==> src/rtl/pileup_sub_pkg.sv <==
package pileup_sub_pkg;

  // eta boundaries where the density selection changes
  localparam int GAP_ETA = 15;
  localparam int MID_ETA = 16;
  localparam int FWD_ETA = 32;

  typedef enum logic [1:0] {
    HAD_TILE = 2'd0,
    HAD_GAP  = 2'd1,
    HAD_MID  = 2'd2,
    HAD_FWD  = 2'd3
  } hadRegion_e;

  // strobes and selects from control to datapath
  typedef struct packed {
    logic       cap1;      // capture stage-1 registers
    logic       cap2;      // capture output registers
    logic       emApply;   // EM layer gets a correction
    logic       emUseFwd;  // EM uses the forward density
    logic       hadApply;  // HAD layer gets a correction
    hadRegion_e hadSel;    // HAD density select
  } pipeCtl_t;

endpackage

==> src/rtl/pileup_sub_ctrl.sv <==
module pileup_sub_ctrl
  import pileup_sub_pkg::*;
#(
  parameter int ID_W  = 12,
  parameter int ETA_W = 6
) (
  input  logic             clk,
  input  logic             rstN,
  input  logic             inValid,
  input  logic [ID_W-1:0]  inTowerId,
  input  logic [ETA_W-1:0] inEta,
  input  logic             inDeepFwd,
  output pipeCtl_t         ctl,
  output logic             outValid
);

  logic s1Valid;
  logic idLive;
  logic isFwd;

  always_comb begin
    idLive = (inTowerId != '0);
    isFwd  = (32'(inEta) >= 32'(FWD_ETA));

    ctl.cap1     = inValid;
    ctl.cap2     = s1Valid;
    ctl.emApply  = idLive && (!isFwd || !inDeepFwd);
    ctl.emUseFwd = isFwd;
    ctl.hadApply = idLive && (!isFwd || inDeepFwd);

    if (isFwd)                                  ctl.hadSel = HAD_FWD;
    else if (32'(inEta) >= 32'(MID_ETA))        ctl.hadSel = HAD_MID;
    else if (32'(inEta) == 32'(GAP_ETA))        ctl.hadSel = HAD_GAP;
    else                                        ctl.hadSel = HAD_TILE;
  end

  always_ff @(posedge clk or negedge rstN) begin
    if (!rstN) begin
      s1Valid  <= 1'b0;
      outValid <= 1'b0;
    end else begin
      s1Valid  <= inValid;
      outValid <= s1Valid;
    end
  end

endmodule

==> src/rtl/pileup_sub_dp.sv <==
module pileup_sub_dp
  import pileup_sub_pkg::*;
#(
  parameter int ID_W        = 12,
  parameter int ET_W        = 20,
  parameter int RHO_W       = 12,
  parameter int AREA_W      = 10,
  parameter int AREA_SHIFT  = 7,
  parameter int UNIT_FINE   = 25,
  parameter int UNIT_COARSE = 500,
  parameter int OUT_W       = 25
) (
  input  logic                    clk,
  input  logic                    rstN,
  input  pipeCtl_t                ctl,
  input  logic [ID_W-1:0]         inTowerId,
  input  logic signed [ET_W-1:0]  inEmEt,
  input  logic signed [ET_W-1:0]  inHadEt,
  input  logic [AREA_W-1:0]       inEmArea,
  input  logic [AREA_W-1:0]       inHadArea,
  input  logic [RHO_W-1:0]        rhoEm,
  input  logic [RHO_W-1:0]        rhoHad1,
  input  logic [RHO_W-1:0]        rhoHad2,
  input  logic [RHO_W-1:0]        rhoHad3,
  input  logic [RHO_W-1:0]        rhoFwd,
  output logic [ID_W-1:0]         outTowerId,
  output logic signed [ET_W-1:0]  outEmRaw,
  output logic signed [ET_W-1:0]  outHadRaw,
  output logic signed [OUT_W-1:0] outEmCorr,
  output logic signed [OUT_W-1:0] outHadCorr
);

  localparam int PROD_W = RHO_W + AREA_W;
  localparam int CNT_W  = PROD_W - AREA_SHIFT;
  localparam logic [OUT_W-1:0] FINE_K   = OUT_W'(UNIT_FINE);
  localparam logic [OUT_W-1:0] COARSE_K = OUT_W'(UNIT_COARSE);

  // stage 1: density select, area product, shift
  logic [RHO_W-1:0]  emRho, hadRho;
  logic [PROD_W-1:0] emProd, hadProd;
  logic [CNT_W-1:0]  emCnt, hadCnt;

  always_comb begin
    emRho = ctl.emUseFwd ? rhoFwd : rhoEm;
    unique case (ctl.hadSel)
      HAD_TILE: hadRho = rhoHad1;
      HAD_GAP:  hadRho = rhoHad2;
      HAD_MID:  hadRho = rhoHad3;
      default:  hadRho = rhoFwd;
    endcase
    emProd  = PROD_W'(emRho)  * PROD_W'(inEmArea);
    hadProd = PROD_W'(hadRho) * PROD_W'(inHadArea);
    emCnt   = ctl.emApply  ? emProd[PROD_W-1:AREA_SHIFT]  : '0;
    hadCnt  = ctl.hadApply ? hadProd[PROD_W-1:AREA_SHIFT] : '0;
  end

  logic [CNT_W-1:0]       s1EmCnt, s1HadCnt;
  logic                   s1HadCoarse;
  logic [ID_W-1:0]        s1Id;
  logic signed [ET_W-1:0] s1EmRaw, s1HadRaw;

  always_ff @(posedge clk or negedge rstN) begin
    if (!rstN) begin
      s1EmCnt     <= '0;
      s1HadCnt    <= '0;
      s1HadCoarse <= 1'b0;
      s1Id        <= '0;
      s1EmRaw     <= '0;
      s1HadRaw    <= '0;
    end else if (ctl.cap1) begin
      s1EmCnt     <= emCnt;
      s1HadCnt    <= hadCnt;
      s1HadCoarse <= (ctl.hadSel == HAD_TILE);
      s1Id        <= inTowerId;
      s1EmRaw     <= inEmEt;
      s1HadRaw    <= inHadEt;
    end
  end

  // stage 2: unit scaling and subtraction
  logic [OUT_W-1:0]        emAmt, hadAmt;
  logic signed [OUT_W-1:0] emNext, hadNext;

  always_comb begin
    emAmt   = OUT_W'(s1EmCnt) * FINE_K;
    hadAmt  = OUT_W'(s1HadCnt) * (s1HadCoarse ? COARSE_K : FINE_K);
    emNext  = OUT_W'(s1EmRaw)  - $signed(emAmt);
    hadNext = OUT_W'(s1HadRaw) - $signed(hadAmt);
  end

  always_ff @(posedge clk or negedge rstN) begin
    if (!rstN) begin
      outTowerId <= '0;
      outEmRaw   <= '0;
      outHadRaw  <= '0;
      outEmCorr  <= '0;
      outHadCorr <= '0;
    end else if (ctl.cap2) begin
      outTowerId <= s1Id;
      outEmRaw   <= s1EmRaw;
      outHadRaw  <= s1HadRaw;
      outEmCorr  <= emNext;
      outHadCorr <= hadNext;
    end
  end

endmodule

==> src/rtl/pileup_sub.sv <==
module pileup_sub
  import pileup_sub_pkg::*;
#(
  parameter int ID_W        = 12,
  parameter int ETA_W       = 6,
  parameter int ET_W        = 20,
  parameter int RHO_W       = 12,
  parameter int AREA_W      = 10,
  parameter int AREA_SHIFT  = 7,
  parameter int UNIT_FINE   = 25,
  parameter int UNIT_COARSE = 500,
  parameter int UNIT_W      = $clog2(UNIT_COARSE + 1),
  parameter int CORR_W      = RHO_W + AREA_W - AREA_SHIFT + UNIT_W,
  parameter int OUT_W       = ((CORR_W > ET_W) ? CORR_W : ET_W) + 1
) (
  input  logic                    clk,
  input  logic                    rstN,
  input  logic                    inValid,
  input  logic [ID_W-1:0]         inTowerId,
  input  logic [ETA_W-1:0]        inEta,
  input  logic                    inDeepFwd,
  input  logic signed [ET_W-1:0]  inEmEt,
  input  logic signed [ET_W-1:0]  inHadEt,
  input  logic [AREA_W-1:0]       inEmArea,
  input  logic [AREA_W-1:0]       inHadArea,
  input  logic [RHO_W-1:0]        rhoEm,
  input  logic [RHO_W-1:0]        rhoHad1,
  input  logic [RHO_W-1:0]        rhoHad2,
  input  logic [RHO_W-1:0]        rhoHad3,
  input  logic [RHO_W-1:0]        rhoFwd,
  output logic                    outValid,
  output logic [ID_W-1:0]         outTowerId,
  output logic signed [ET_W-1:0]  outEmRaw,
  output logic signed [ET_W-1:0]  outHadRaw,
  output logic signed [OUT_W-1:0] outEmCorr,
  output logic signed [OUT_W-1:0] outHadCorr
);

  pipeCtl_t ctl;

  pileup_sub_ctrl #(.ID_W(ID_W), .ETA_W(ETA_W)) u_ctrl (
    .clk(clk), .rstN(rstN), .inValid(inValid), .inTowerId(inTowerId),
    .inEta(inEta), .inDeepFwd(inDeepFwd), .ctl(ctl), .outValid(outValid)
  );

  pileup_sub_dp #(
    .ID_W(ID_W), .ET_W(ET_W), .RHO_W(RHO_W), .AREA_W(AREA_W),
    .AREA_SHIFT(AREA_SHIFT), .UNIT_FINE(UNIT_FINE),
    .UNIT_COARSE(UNIT_COARSE), .OUT_W(OUT_W)
  ) u_dp (
    .clk(clk), .rstN(rstN), .ctl(ctl), .inTowerId(inTowerId),
    .inEmEt(inEmEt), .inHadEt(inHadEt), .inEmArea(inEmArea),
    .inHadArea(inHadArea), .rhoEm(rhoEm), .rhoHad1(rhoHad1),
    .rhoHad2(rhoHad2), .rhoHad3(rhoHad3), .rhoFwd(rhoFwd),
    .outTowerId(outTowerId), .outEmRaw(outEmRaw), .outHadRaw(outHadRaw),
    .outEmCorr(outEmCorr), .outHadCorr(outHadCorr)
  );

endmodule

==> config.mk <==
export PLATFORM = sky130hd
export DESIGN_NAME = pileup_sub
export DESIGN_NICKNAME = d
export VERILOG_FILES = /design/src/rtl/pileup_sub_pkg.sv /design/src/rtl/pileup_sub_ctrl.sv /design/src/rtl/pileup_sub_dp.sv /design/src/rtl/pileup_sub.sv
export SDC_FILE = /design/constraint.sdc
export NUM_CORES = 1
export LEC_CHECK = 0
export BUFFER_PORTS_ARGS = -buffer_cell sky130_fd_sc_hd__buf_2
export CAP_MARGIN = 30
export CORE_AREA = 2 2 151 263
export CTS_BUF_LIST = sky130_fd_sc_hd__clkbuf_2
export CTS_CLUSTER_DIAMETER = 100
export DETAILED_ROUTE_END_ITERATION = 10
export DIE_AREA = 0 0 153 265
export GPL_ROUTABILITY_DRIVEN = 0
export PLACE_DENSITY = 0.89
export RECOVER_POWER = 50
export SKIP_LAST_GASP = 1
export SLEW_MARGIN = 30
export SYNTH_ARGS = -nofsm -noshare
export SYNTH_HDL_FRONTEND = slang
export SYNTH_HIERARCHICAL = 1
export SYNTH_SLANG_ARGS = --single-unit
==> constraint.sdc <==
create_clock -name clk -period 6.4 [get_ports clk]
set_input_delay 0.32 -clock clk [delete_from_list [all_inputs] [get_ports clk]]
set_output_delay 0.32 -clock clk [all_outputs]
set_load 0.02 [all_outputs]
Word-level counts from Yosys, hierarchy flattened
Index checks and enable logic that the tools add are counted.
Word-level totals
  bits in registers: 187
  latch bits: 0
  memory bits (writable): 0
  bits in read-only memories: 0
  bits of input ports: 142
  output and inout port bits: 103
  word-level logic and storage cells: 40
  memories kept: 0
Operators by class
  $add $sub $neg: 2
  multipliers: 4
  divide/modulo/power cells: 0
  order comparisons: 2
  equal/unequal tests: 3
  shift operators: 0
  mux-type cells: 8
  bitwise gates (word level): 0
  reductions and logical operators: 8
Operators by type and width (number)
  multiplier 12 x 10 -> 22 bit: 2
  one-hot mux 12 bit (3 select lines): 1
  2-to-1 mux 15 bit: 2
  multiplier 15 x 25 -> 25 bit: 1
  subtractor 20 x 25 -> 25 bit: 1
  subtractor 20 x 21 -> 22 bit: 1
  multiplier 15 x 5 -> 20 bit (second input constant): 1
  2-to-1 mux 12 bit: 1
  nonzero test 12 bit: 1
  2-to-1 mux 9 bit: 1
  == test 6 x 4 -> 1 bit (second input constant): 1
  greater-or-equal comparator 6 x 5 -> 1 bit (second input constant): 1
  greater-or-equal comparator 6 bit (second input constant): 1
  2-to-1 mux 2 bit: 2
  == test 2 x 1 -> 1 bit (second input constant): 1
  == test 2 bit (second input constant): 1
  logical AND 1 bit: 2
  logical NOT 1 bit: 2
  logical NOT 2 bit: 1
  logical OR 1 bit: 2
  2-to-1 mux 1 bit: 1

Depth between registers and ports, before layout
Gate-level depths: netlist of the first run.
  word-level depth: 8
  gate-level depth with buffers: 29
  mapped depth without buffers: 28

By module
The synthesis of the first run kept the hierarchy.
Modules (own cells, without submodules)
  pileup_sub_dp: times used 1, cells each 2145, area each 21141.5 µm², sequential area each 4554.4 µm²
  pileup_sub_ctrl: times used 1, cells each 15, area each 136.4 µm², sequential area each 50.0 µm²

Worst setup path after synthesis of the first run
OpenSTA, ideal clock, no wires.
  path kind: input-to-reg
  from: input inEta[2]
  to: register u_dp.s1HadCnt[14]
  library setup time: 0.071 ns
  data arrival time: 6.439 ns
  required time: 6.329 ns
  path slack: -0.110 ns
  stages: 24
  path buffers: 2
  cells stage by stage: nand4_1 > o21bai_1 > buf_6 > clkbuf_1 > mux4_2 > nand2_1 > fa_1 > inv_1 > fa_1 > ha_1 > fa_1 > inv_1 > fa_1 > inv_1 > ha_1 > o21ai_0 > nand2_1 > a41oi_4 > o21ai_2 > o311ai_4 > o21ai_2 > a211o_1 > or4_1 > nand4_1
RTL lines
  start, declared: line pileup_sub.sv:20  | input logic [ETA_W-1:0] inEta,
  end signal, assigned: line pileup_sub_dp.sv:72  | s1HadCnt <= hadCnt;
  end, declared: line pileup_sub_dp.sv:57  | logic [CNT_W-1:0] s1EmCnt, s1HadCnt;

Worst setup path after layout of the first run
  from: register u_dp.s1HadCoarse
  to: register u_dp.outHadCorr[21]
Between the ends
  cells in the longest elaborated chain, start to end: 3
RTL lines
  start, declared: line pileup_sub_dp.sv:58  | logic s1HadCoarse;
  start signal, assigned: line pileup_sub_dp.sv:73  | s1HadCoarse <= (ctl.hadSel == HAD_TILE);
  2-to-1 mux 9 bit: line pileup_sub_dp.sv:86  | hadAmt = OUT_W'(s1HadCnt) * (s1HadCoarse ? COARSE_K : FINE_K);
  multiplier 15 x 25 -> 25 bit: line pileup_sub_dp.sv:86
  subtractor 20 x 25 -> 25 bit: line pileup_sub_dp.sv:88  | hadNext = OUT_W'(s1HadRaw) - $signed(hadAmt);
  end signal, assigned: line pileup_sub_dp.sv:103  | outHadCorr <= hadNext;
  end, declared: line pileup_sub_dp.sv:30  | output logic signed [OUT_W-1:0] outHadCorr
No other way between the ends.
A chain may end at the register's enable or synchronous reset.

==> summary.md, run 1 <==
| Metric | Value |
|---|---|
| Syn-to-layout area delta | `12.88%` |
| DR pass1 iterations | `8` |
| Nets | `3082` |
| Primary FF master, synth | `dfrtp_1` |
| CTS tree | `yes` |
| Yosys cell types | `69` |
| WL final | `54110 um` |
| Vias in the first global route | `18850` |
| # clock sinks | `184` |
| Fillers | `2832` |
| Synth top area cells | `dfrtp_1 22%, fa_1 22%, ha_1 15%` |
| Share of cells above drive strength 1 | `20.28%` |
| Clk slew on worst S/H paths | `0.29 ns` |
| CTS H-tree depth | `4` |
| First-pass GRT wire length | `88930 um` |
| Cell area after placement | `0.02310 mm^2` |
| Seq/Total Area, Yosys | `21.64%` |
| CP max FO | `15` |
| Fmax | `161.4 MHz` |
| Clock tree buffer depth | `2` |
| Multi-input logic area | `0.01512 mm^2` |
| Max-cap viol count | `1` |
| Core Region | `0.03839 mm^2` |
| Skew-Pair Late Insertion Delay | `0.82 ns` |
| Width of the die | `153 um` |
| First-iteration detailed-routing DRC count | `1095` |
| WS Path Type | `reg -> reg` |
| Hold path cells | `4` |
| Crit path depth | `27` |
| Grt total ovfl | `0` |
| Design Area, Final | `0.02402 mm^2` |
| Crit path DAT | `6.91 ns` |
| Final Cycle Share | `96.78%` |
| I/O Buffers | `244` |
| Initial antenna violation count | `1` |
| CP startpoint kind | `flop` |
| Count of final setup violators | `0` |
| Worst Max-Slew Pin Slew | `4.670 ns` |
| Die Footprint | `0.04055 mm^2` |
| Reg2Reg Depth | `27` |
| Syn Area/Cell | `9.851 um^2` |
| Pins Over Slew Limit | `103` |
| HP Class | `in -> reg` |
| Clock Skews | `0.04053 ns` |
| Delay-heaviest family, CP | `adder cells` |
| EDFF count, synth | `0` |
| Starting Density | `55.42%` |
| Register area | `0.004606 mm^2` |
| Min Tclk post-route | `6.194 ns` |
| Failing checks | `max-capacitance violations, max-slew violations` |
| Max-slew headroom | `-211.3%` |
| CTS buffer count | `17` |
| Slowest-stage cell, CP | `fa_1` |
| Ys Warns | `6` |
| Ys async rst share | `100.0%` |
| Slowest stage delay, CP | `0.54 ns` |
| Synth top area share | `21.64%` |
| Wire length per cell | `18.33 um` |
| Die height | `265 um` |
| Dpl hpwl | `42990 um` |
| Req. time, crit path | `7.12 ns` |
| Number of synthesized register bits | `184` |
| Count leader, synth | `inv_1` |
| Largest area contributor in the netlist | `dfrtp_1` |
| Final Hold Viols | `0` |
| Root Buffer Master | `clkbuf_2` |
| Setup crit end kind | `flop` |
| Post-synth top cells | `362 x inv_1, 255 x ha_1, 230 x fa_1, 199 x nand2_1, 184 x dfrtp_1` |
| Vias per cell | `5.775` |
| Row cnt | `95` |
| GR Util All Layers | `26.95%` |
| Pin count of the biggest net entering global routing | `103` |
| Cell area after synthesis | `0.02128 mm^2` |
| # DRC | `0` |
| Via count | `17050` |
| Cells after Synth | `2160` |
| Num ports | `245` |
| WP buf/inv | `5` |
| Status | `finished, violations left` |
| ANT nets after route | `0` |
## cell type report
type | instances | share of cell area (%)
diodes | 1 | 0.01042
inverters | 363 | 5.673
clock buffers | 17 | 0.3542
repair buffers | 335 | 8.590
flip-flops and latches | 184 | 19.17
well taps | 485 | 2.526
clock inverters | 13 | 0.7084
multi-input cells | 1554 | 62.96
## kinds of logic (layout without fill, tap and decap cells)
family,Yosys count,in the layout,synth area share (%)
and+or+nand+nor,518,518,12.05
adders and majority gates,485,485,36.63
buffers and inverters,433,728,7.780
AOI/OAI and AO/OA,276,276,8.603
DFF,184,184,21.64
muxes,157,157,8.932
xor gates and xnor gates,105,105,4.322
other,2,14,0.03529
## cell usage in the layout (no fill, tap or decap), drive strengths merged, types with 10 or more instances in the layout
cell         count
nor3            28
inv            366
nand3           24
conb            13
dlygate4sd3     55
xor2            39
xnor2           66
o21a            16
o22ai           26
nor2            54
ha             255
nand4           10
fa             230
and3            10
clkbuf          17
nor2b           16
buf            279
mux4            12
mux2           143
o21ai           50
or3             10
a21o            30
o21bai          10
nand2          199
dfrtp          184
and2           113
or2             14
nand2b          23
a21oi           65
a31oi           18
## timing repair
action / in CTS / in global routing
endpoints found under the hold margin: 175 / 0
resized for setup: 1 / 19
endpoints found under the setup margin: 1 / 7
pin swaps: 0 / 8
buffers inserted: 0 / 8
hold buffers: 55 / 0
## flip-flops by register name, indices dropped and copies added, names as in the netlist
signal and flops:
u_dp/outHadRaw 20, u_dp/s1HadRaw 20, u_dp/outEmCorr 22, u_dp/outEmRaw 20
u_ctrl/s1Valid 1, u_dp/outHadCorr 25, u_dp/s1EmCnt 15, u_ctrl/outValid 1
u_dp/s1HadCoarse 1, u_dp/s1HadCnt 15, u_dp/outTowerId 12, u_dp/s1Id 12
u_dp/s1EmRaw 20
## worst paths after layout
kind | start | end | slack (ns)
max | u_dp/s1HadCoarse | u_dp/outHadCorr[21] | 0.21
min | inEmEt[0] | u_dp/s1EmRaw[0] | 0.23
max reg2reg | u_dp/s1HadCoarse | u_dp/outHadCorr[21] | 0.21
min reg2reg | u_dp/outEmCorr[3] | u_dp/outEmCorr[3] | 0.51
max in group asynchronous | rstN | u_dp/outHadCorr[19] | 1.90
min in group asynchronous | rstN | u_dp/s1EmRaw[4] | 1.91
## tightest hold or removal path, stage by stage
cell	delay [ns]
dlygate4sd3_1	0.52
buf_2	0.09
nand2_1	0.04
o21ai_0	0.07
## stage by stage
step	setup WS (ns)	util (%)	hold WS [ns]	instances	setup TNS (ns)
after floorplan	0.1386	-	0.02441	2171	0
after global placement	0.1545	60.15	0.4645	2858	0
after detailed placement	-0.05061	60.16	0.4677	2858	-0.08977
after CTS	0.01874	62.26	0.1231	2943	0
final	0.2060	62.56	0.2326	2952	0
after global routing	-0.09514	62.56	0.1481	2952	-0.1398
## metal layers
layer | wire [um] | GRT usage [%] | share of wire, %
met2 | 30580 | 51.65 | 57
met3 | 1876 | 3.466 | 3.5
met5 | 0 | 0 | 0
met4 | 3718 | 17.47 | 6.9
met1 | 17930 | 26.91 | 33
Power of run 1 is left out: the tool's default activity adds up to more than one toggle a clock period on the data nets, which glitch-free logic cannot reach.
==> run 2, diff against run 1 <==
--- a/config.mk
+++ b/config.mk
@@ -5,13 +5,14 @@
 export SDC_FILE = /design/constraint.sdc
 export NUM_CORES = 1
 export LEC_CHECK = 0
+export ABC_AREA = 1
 export BUFFER_PORTS_ARGS = -buffer_cell sky130_fd_sc_hd__buf_2
 export CAP_MARGIN = 30
-export CORE_AREA = 2 2 151 263
+export CORE_AREA = 2 2 153 268
 export CTS_BUF_LIST = sky130_fd_sc_hd__clkbuf_2
 export CTS_CLUSTER_DIAMETER = 100
 export DETAILED_ROUTE_END_ITERATION = 10
-export DIE_AREA = 0 0 153 265
+export DIE_AREA = 0 0 155 270
 export GPL_ROUTABILITY_DRIVEN = 0
 export PLACE_DENSITY = 0.89
 export RECOVER_POWER = 50
==> run 2 against run 1 <==
  * The flow still finishes with violations (max-capacitance violations, max-slew violations)
  * Cell area is 2.9% higher
  * Global-route usage is 1.5 points higher
  * Wire length is 9.4% higher
  * Die area is 3.2% higher
  * Final cell count is 24% higher
  * Critical path depth is 2 higher
  * Clock skew is 0.00069 ns lower
  * Via count is 19% higher
  * Sequential share of layout area is 0.53 points lower
  * First-iteration DRC count is 21% higher
  * Worst setup slack better by 0.066 ns
  * Critical endpoint is now u_dp/outHadCorr[22]
  * Highest routed layer is now met5
==> summary.md, run 2 <==
| Metric | Value |
|---|---|
| Status | `finished, violations left` |
| Failing checks | `max-capacitance violations, max-slew violations` |
| Via count | `20310 (+19%)` |
| Final Hold Viols | `0 (unchanged)` |
| Hold path cells | `5 (+1)` |
| Regs by FF count | `u_dp/outHadCorr (25), u_dp/outEmCorr (22)` |
| Synthesized-area fraction occupied by adder cells | `35.40% (-1.2 points)` |
| Delay-heaviest family, CP | `adder cells` |
| HP Class | `in -> reg` |
| Vias per cell | `5.565 (-3.6%)` |
| Post-synth top cells | `652 x nand2_1, 516 x inv_1, 255 x ha_1, 230 x fa_1, 228 x nor2_1` |
| Mux cell area share after synthesis | `0% (-8.9 points)` |
| Cell area after synthesis | `0.02202 mm^2 (+3.5%)` |
| WS Path Type | `reg -> reg` |
| DR pass1 iterations | `7 (-1)` |
| Simple-gate share of the synthesized area | `19.82% (+7.8 points)` |
| Clock tree buffer depth | `2 (unchanged)` |
| WP buf/inv | `6 (+1)` |
| Primary FF master, synth | `dfrtp_1` |
| Clock Skews | `0.03984 ns (-0.0006912 ns)` |
| RSZ-0062 raised after global routing | `yes` |
| R2R setup slack | `0.27 ns (+0.07 ns)` |
| Setup TNS | `0 ns (unchanged)` |
| Largest family of logic cells by synthesized area | `adder cells` |
| CTS H-tree depth | `4 (unchanged)` |
| Hold_sp | `inHadArea[0]` |
| First-pass GRT wire length | `96950 um (+9.0%)` |
| Fmax | `163.2 MHz (+1.1%)` |
| Pre-CTS WS | `0.08070 ns (+0.1313 ns)` |
| Complex-gate fraction of the synthesized area | `11.50% (+2.9 points)` |
| Num ports | `245 (unchanged)` |
| Commonest non-fill, non-tap cells in the layout | `652 x nand2_1, 516 x inv_1, 254 x ha_1` |
| Finished Core Util | `62.28% (-0.29 points)` |
| Initial antenna violation count | `3 (+2)` |
| Fillers | `3237 (+14%)` |
| Synth Area in XOR/XNOR | `2.108% (-2.2 points)` |
| Worst R2R Start | `u_dp/s1HadCoarse` |
| EDFF count, synth | `0 (unchanged)` |
| GR Util All Layers | `28.48% (+1.5 points)` |
| Max-cap viol count | `4 (+3)` |
| Count leader, synth | `nand2_1` |
| Clk slew on worst S/H paths | `0.28 ns (about the same)` |
| Root Buffer Master | `clkbuf_2` |
| Min Tclk post-route | `6.128 ns (-0.06647 ns)` |
| Starting Density | `55.48% (+0.063 points)` |
| # DRC | `0 (unchanged)` |
| Skew-Pair Late Insertion Delay | `0.83 ns (about the same)` |
| Setup crit end kind | `flop` |
| Pins Over Slew Limit | `268 (+160%)` |
| Req. time, crit path | `7.16 ns (+0.04 ns)` |
| Core Region | `0.03969 mm^2 (+3.4%)` |
| Share of cells above drive strength 1 | `11.07% (-9.2 points)` |
| Crit path DAT | `6.89 ns (-0.02 ns)` |
| Reg2reg end | `u_dp/outHadCorr[22]` |
| ANT nets after route | `0 (unchanged)` |
| Pin count of the biggest net entering global routing | `111 (+7.8%)` |
| Yosys cell types | `53 (-23%)` |
| Slowest stage delay, CP | `0.53 ns (about the same)` |
| Syn-to-layout area delta | `12.24%` |
| Final setup margin | `0.2725 ns (+0.06647 ns)` |
| Leading cell type in the layout, fill and taps excluded | `nand2_1` |
| Ys async rst share | `100.0% (unchanged)` |
| Worst Max-Slew Pin Slew | `4.427 ns (-0.2434 ns)` |
| Seq/Total Area, Yosys | `20.91% (-0.73 points)` |
| Vias in the first global route | `21130 (+12%)` |
| Die height | `270 um (+1.9%)` |
| Final Cycle Share | `95.74% (-1.0 points)` |
| Nets | `3767 (+22%)` |
| First-iteration detailed-routing DRC count | `1328 (+21%)` |
| Wire length per cell | `16.21 um (-12%)` |
| CTS tree | `yes` |
| Grt total ovfl | `0 (unchanged)` |
| Row cnt | `97 (+2.1%)` |
| Ys Warns | `6 (unchanged)` |
| Cells after Synth | `2845 (+32%)` |
| CP max FO | `11 (-4)` |
| # clock sinks | `184 (unchanged)` |
| Cell mode on critical path | `inv_1` |
| Slowest-stage cell, CP | `dfrtp_2` |
| Max-slew headroom | `-195.1% (+16 points)` |
| Syn Area/Cell | `7.740 um^2 (-21%)` |
| Width of the die | `155 um (+1.3%)` |
| CP startpoint kind | `flop` |
| Largest Register | `u_dp/outHadCorr` |
| CTS buffer count | `17 (unchanged)` |
| Dpl hpwl | `46160 um (+7.4%)` |
| Die Footprint | `0.04185 mm^2 (+3.2%)` |
| Synth top area cells | `dfrtp_1 21%, fa_1 21%, ha_1 14%` |
| Number of synthesized register bits | `184 (unchanged)` |
| WL final | `59180 um (+9.4%)` |
| Hold endpoint | `u_dp/s1HadCnt[4]` |
| Count of final setup violators | `0 (unchanged)` |
| Synth top area share | `20.91% (-0.73 points)` |
| I/O Buffers | `244 (unchanged)` |
| Max reg flops | `25 (unchanged)` |
| Reg2Reg Depth | `29 (+7.4%)` |
| Largest area contributor in the netlist | `dfrtp_1` |
-- run 2: cell types whose count changed after synthesis, sizes merged, moves of 111 or more --
cell,before,now
and2,113,2
mux2,143,0
o21ai,50,229
inv,362,519
nand2,199,663
nor2,54,233
-- run 2: tightest hold or removal path, delay by kind of cell --
kind                   cells  cell delay (ns)
buffers and inverters      1             0.17
and+or+nand+nor            1             0.18
AOI/OAI and AO/OA          3             0.32
-- run 2: cell type report --
type	count	area, um^2	area share (%)
Sequential cell	184	4607	18.64
Inverter	530	1993	8.065
Clock inverter	15	185.2	0.7493
Antenna cell	2	5.005	0.02025
Timing Repair Buffer	328	1964	7.948
Multi-Input combinational cell	2079	15260	61.73
Clock buffer	17	85.08	0.3443
Tap cell	495	619.3	2.506
-- run 2: through the flow --
step | cells | hold slack (ns) | area (um^2)
floorplan | 2856 | 0.02441 | 22060
global placement | 3555 | 0.4017 | 23830
detailed placement | 3555 | 0.4017 | 23830
CTS | 3644 | 0.08782 | 24680
global route | 3650 | 0.1480 | 24720
finish | 3650 | 0.1943 | 24720
-- run 2: cell families after synthesis --
kind of cell / count (synthesis)
DFF: 184
and+or+nand+nor: 1067
xor gates and xnor gates: 53
AOI/OAI and AO/OA: 461
other: 2
buffers and inverters: 593
adders and majority gates: 485
-- run 2: worst max-delay path by stage --
stage                     startpoint                   to  slack [ns]  depth (start not counted)
floorplan                   inEta[2]    u_dp/s1HadCnt[12]        0.44                         28
global placement    u_dp/s1HadCoarse  u_dp/outHadCorr[20]        0.15                         26
detailed placement  u_dp/s1HadCoarse  u_dp/outHadCorr[20]        0.08                         26
CTS                 u_dp/s1HadCoarse  u_dp/outHadCorr[20]        0.01                         26
global route        u_dp/s1HadCoarse  u_dp/outHadCorr[21]       -0.07                         27
finish              u_dp/s1HadCoarse  u_dp/outHadCorr[22]        0.27                         29
-- run 2: metal layers --
layer  GRT usage, %  wire length (um)  up-vias
met5              0                13        -
met4          16.91              3623        2
met3          4.124              3455      275
met2          53.42             30950      953
met1          29.52             21140     9552
li1               -                 -     9532
-- run 2: timing repair --
item | 4_1_cts | 5_1_grt
setup endpoints to repair | 0 | 10
endpoints found under the hold margin | 138 | 0
resized for setup | 0 | 16
buffers inserted | 0 | 3
hold buffers | 57 | 0
Power of run 2 is left out for the same reason.
==> run 3, diff against run 2 <==
--- a/config.mk
+++ b/config.mk
@@ -6,7 +6,7 @@
 export NUM_CORES = 1
 export LEC_CHECK = 0
 export ABC_AREA = 1
-export BUFFER_PORTS_ARGS = -buffer_cell sky130_fd_sc_hd__buf_2
+export BUFFER_PORTS_ARGS = -buffer_cell sky130_fd_sc_hd__clkbuf_2
 export CAP_MARGIN = 30
 export CORE_AREA = 2 2 153 268
 export CTS_BUF_LIST = sky130_fd_sc_hd__clkbuf_2
==> run 3 against run 2 <==
  * The run still ends with max-capacitance violations, max-slew violations left
  * Die area unchanged
  * Worst hold slack improved by 0.0084 ns
  * Non-clock buffer count increased by 43
  * Cell area increased by 1.7%
  * Via count is 1.8% higher
  * Worst setup slack got worse by 0.073 ns
  * Final cell count up 1.2%
  * Critical endpoint is now u_dp/outHadCorr[20]
==> summary.md, run 3 (synthesis gave the netlist of run 2 again) <==
| Metric | Value |
|---|---|
| Failing checks | `max-capacitance violations, max-slew violations` |
| Design Area, Final | `0.02514 mm^2 (+1.7%)` |
| Reg2reg end | `u_dp/outHadCorr[20]` |
| Skew-Pair Late Insertion Delay | `0.83 ns (about the same)` |
| Regs by FF count | `u_dp/outHadCorr (25), u_dp/outEmCorr (22)` |
| CTS H-tree depth | `4 (unchanged)` |
| Hold path cells | `8 (+3)` |
| # DRC | `0 (unchanged)` |
| Slowest stage delay, CP | `0.57 ns (+0.04 ns)` |
| Status | `finished, violations left` |
| Finished Core Util | `63.33% (+1.1 points)` |
| CP max FO | `11 (unchanged)` |
| Initial antenna violation count | `1 (-2)` |
| Count of final setup violators | `0 (unchanged)` |
| WL final | `61320 um (+3.6%)` |
| Width of the die | `155 um (unchanged)` |
| Fmax | `161.3 MHz (-1.2%)` |
| Share of cells above drive strength 1 | `11.61% (+0.54 points)` |
| Max reg flops | `25 (unchanged)` |
| Syn-to-layout area delta | `14.15%` |
| Slowest-stage cell, CP | `dfrtp_4` |
| Die Footprint | `0.04185 mm^2 (unchanged)` |
| Die height | `270 um (unchanged)` |
| Hold endpoint | `u_dp/s1EmCnt[0]` |
| Core Region | `0.03969 mm^2 (unchanged)` |
| Pre-CTS WS | `0.008345 ns (-0.07235 ns)` |
| Crit path DAT | `6.97 ns (+0.08 ns)` |
| Dpl hpwl | `46100 um (-0.11%)` |
| Commonest non-fill, non-tap cells in the layout | `652 x nand2_1, 516 x inv_1, 259 x clkbuf_2` |
| Final Cycle Share | `96.89% (+1.1 points)` |
| Pins Over Slew Limit | `209 (-22%)` |
| CTS buffer count | `17 (unchanged)` |
| WS Path Type | `reg -> reg` |
| Max-slew headroom | `-235.8% (-41 points)` |
| DR pass1 iterations | `6 (-1)` |
| CP startpoint kind | `flop` |
| Hold Worst Slack | `0.2027 ns (+0.008406 ns)` |
| Clock Skews | `0.04007 ns (+0.0002273 ns)` |
| Nets | `3810 (+1.1%)` |
| Clk slew on worst S/H paths | `0.30 ns (+0.02 ns)` |
| Multi-input logic area | `0.01526 mm^2 (about the same)` |
| Min Tclk post-route | `6.201 ns (+0.07350 ns)` |
| Hold_sp | `inDeepFwd` |
| Leading cell type in the layout, fill and taps excluded | `nand2_1` |
| Register area | `0.004609 mm^2 (about the same)` |
| Via count | `20680 (+1.8%)` |
| Cell area after placement | `0.02384 mm^2 (about the same)` |
| # clock sinks | `184 (unchanged)` |
| Worst R2R Start | `u_dp/s1HadCoarse` |
| Largest Register | `u_dp/outHadCorr` |
| Row cnt | `97 (unchanged)` |
| First-pass GRT wire length | `100600 um (+3.8%)` |
| HP Class | `in -> reg` |
| Vias per cell | `5.601 (+0.63%)` |
| Wire length per cell | `16.61 um (+2.4%)` |
| Fillers | `3137 (-3.1%)` |
| Final Hold Viols | `0 (unchanged)` |
| Reg2Reg Depth | `30 (+3.4%)` |
| Root Buffer Master | `clkbuf_2` |
| Final setup margin | `0.1990 ns (-0.07350 ns)` |
| RSZ-0062 raised after global routing | `yes` |
| Num ports | `245 (unchanged)` |
| I/O Buffers | `244 (unchanged)` |
| Clock tree buffer depth | `2 (unchanged)` |
| Pin count of the biggest net entering global routing | `107 (-3.6%)` |
| Worst Max-Slew Pin Slew | `5.037 ns (+0.6100 ns)` |
| GR Util All Layers | `29.58% (+1.1 points)` |
| CTS tree | `yes` |
| Starting Density | `55.48% (unchanged)` |
| Setup crit end kind | `flop` |
| Req. time, crit path | `7.17 ns (about the same)` |
| First-iteration detailed-routing DRC count | `1413 (+6.4%)` |
| R2R setup slack | `0.20 ns (-0.07 ns)` |
| Vias in the first global route | `21850 (+3.4%)` |
| Grt total ovfl | `0 (unchanged)` |
| ANT nets after route | `0 (unchanged)` |
| Cell mode on critical path | `inv_1` |
| Max-cap viol count | `4 (unchanged)` |
==> run 3: how the worst max path moves through the flow <==
stage | from | endpoint | slack [ns] | cells after the start
final | u_dp/s1HadCoarse | u_dp/outHadCorr[20] | 0.20 | 30
after global routing | u_dp/s1HadCoarse | u_dp/outHadCorr[20] | -0.37 | 31
after CTS | u_dp/s1HadCoarse | u_dp/outHadCorr[20] | 0.005 | 27
after detailed placement | u_dp/s1HadCoarse | u_dp/outHadCorr[20] | 0.008 | 27
after global placement | u_dp/s1HadCoarse | u_dp/outHadCorr[20] | 0.19 | 27
after floorplan | inEta[2] | u_dp/s1HadCnt[12] | 0.44 | 28
==> run 3: final cells by class <==
class	count	share of cell area, %
Clock buffer	19	0.3783
Timing Repair Buffer	371	9.587
Sequential cell	184	18.34
Multi-Input combinational cell	2079	60.73
Tap cell	495	2.464
Clock inverter	13	0.5625
Inverter	530	7.930
Antenna cell	1	0.009956
==> run 3: repair_timing <==
item / 4_1_cts / 5_1_grt
setup endpoints to repair: 0 / 10
resized for setup: 0 / 19
hold endpoints to repair: 142 / 0
hold buffers: 94 / 0
buffers inserted: 0 / 8
==> run 3: worst max-delay path: cells and delay by family (launching register included) <==
kind            cells  cell delay (ns)
flops               1             0.57
fa+ha+maj           6             2.36
compound gates      8             1.52
xor+xnor            1             0.22
buf+inv             5             0.37
simple gates       10             1.14
==> run 3: layer usage <==
metal,global-route usage [%],vias up,share of wire [%]
met5,0,-,0
met4,19.81,0,7.1
met3,6.098,327,6.7
met2,54.05,961,51
met1,29.79,9774,35
li1,-,9616,-
==> run 3: through the flow <==
step	setup TNS, ns	std cells
2_1_floorplan	0	2856
3_3_place_gp	0	3556
3_5_place_dp	0	3556
4_1_cts	0	3682
5_1_grt	-1.215	3692
6_report	0	3692
Power of run 3 is left out for the same reason.
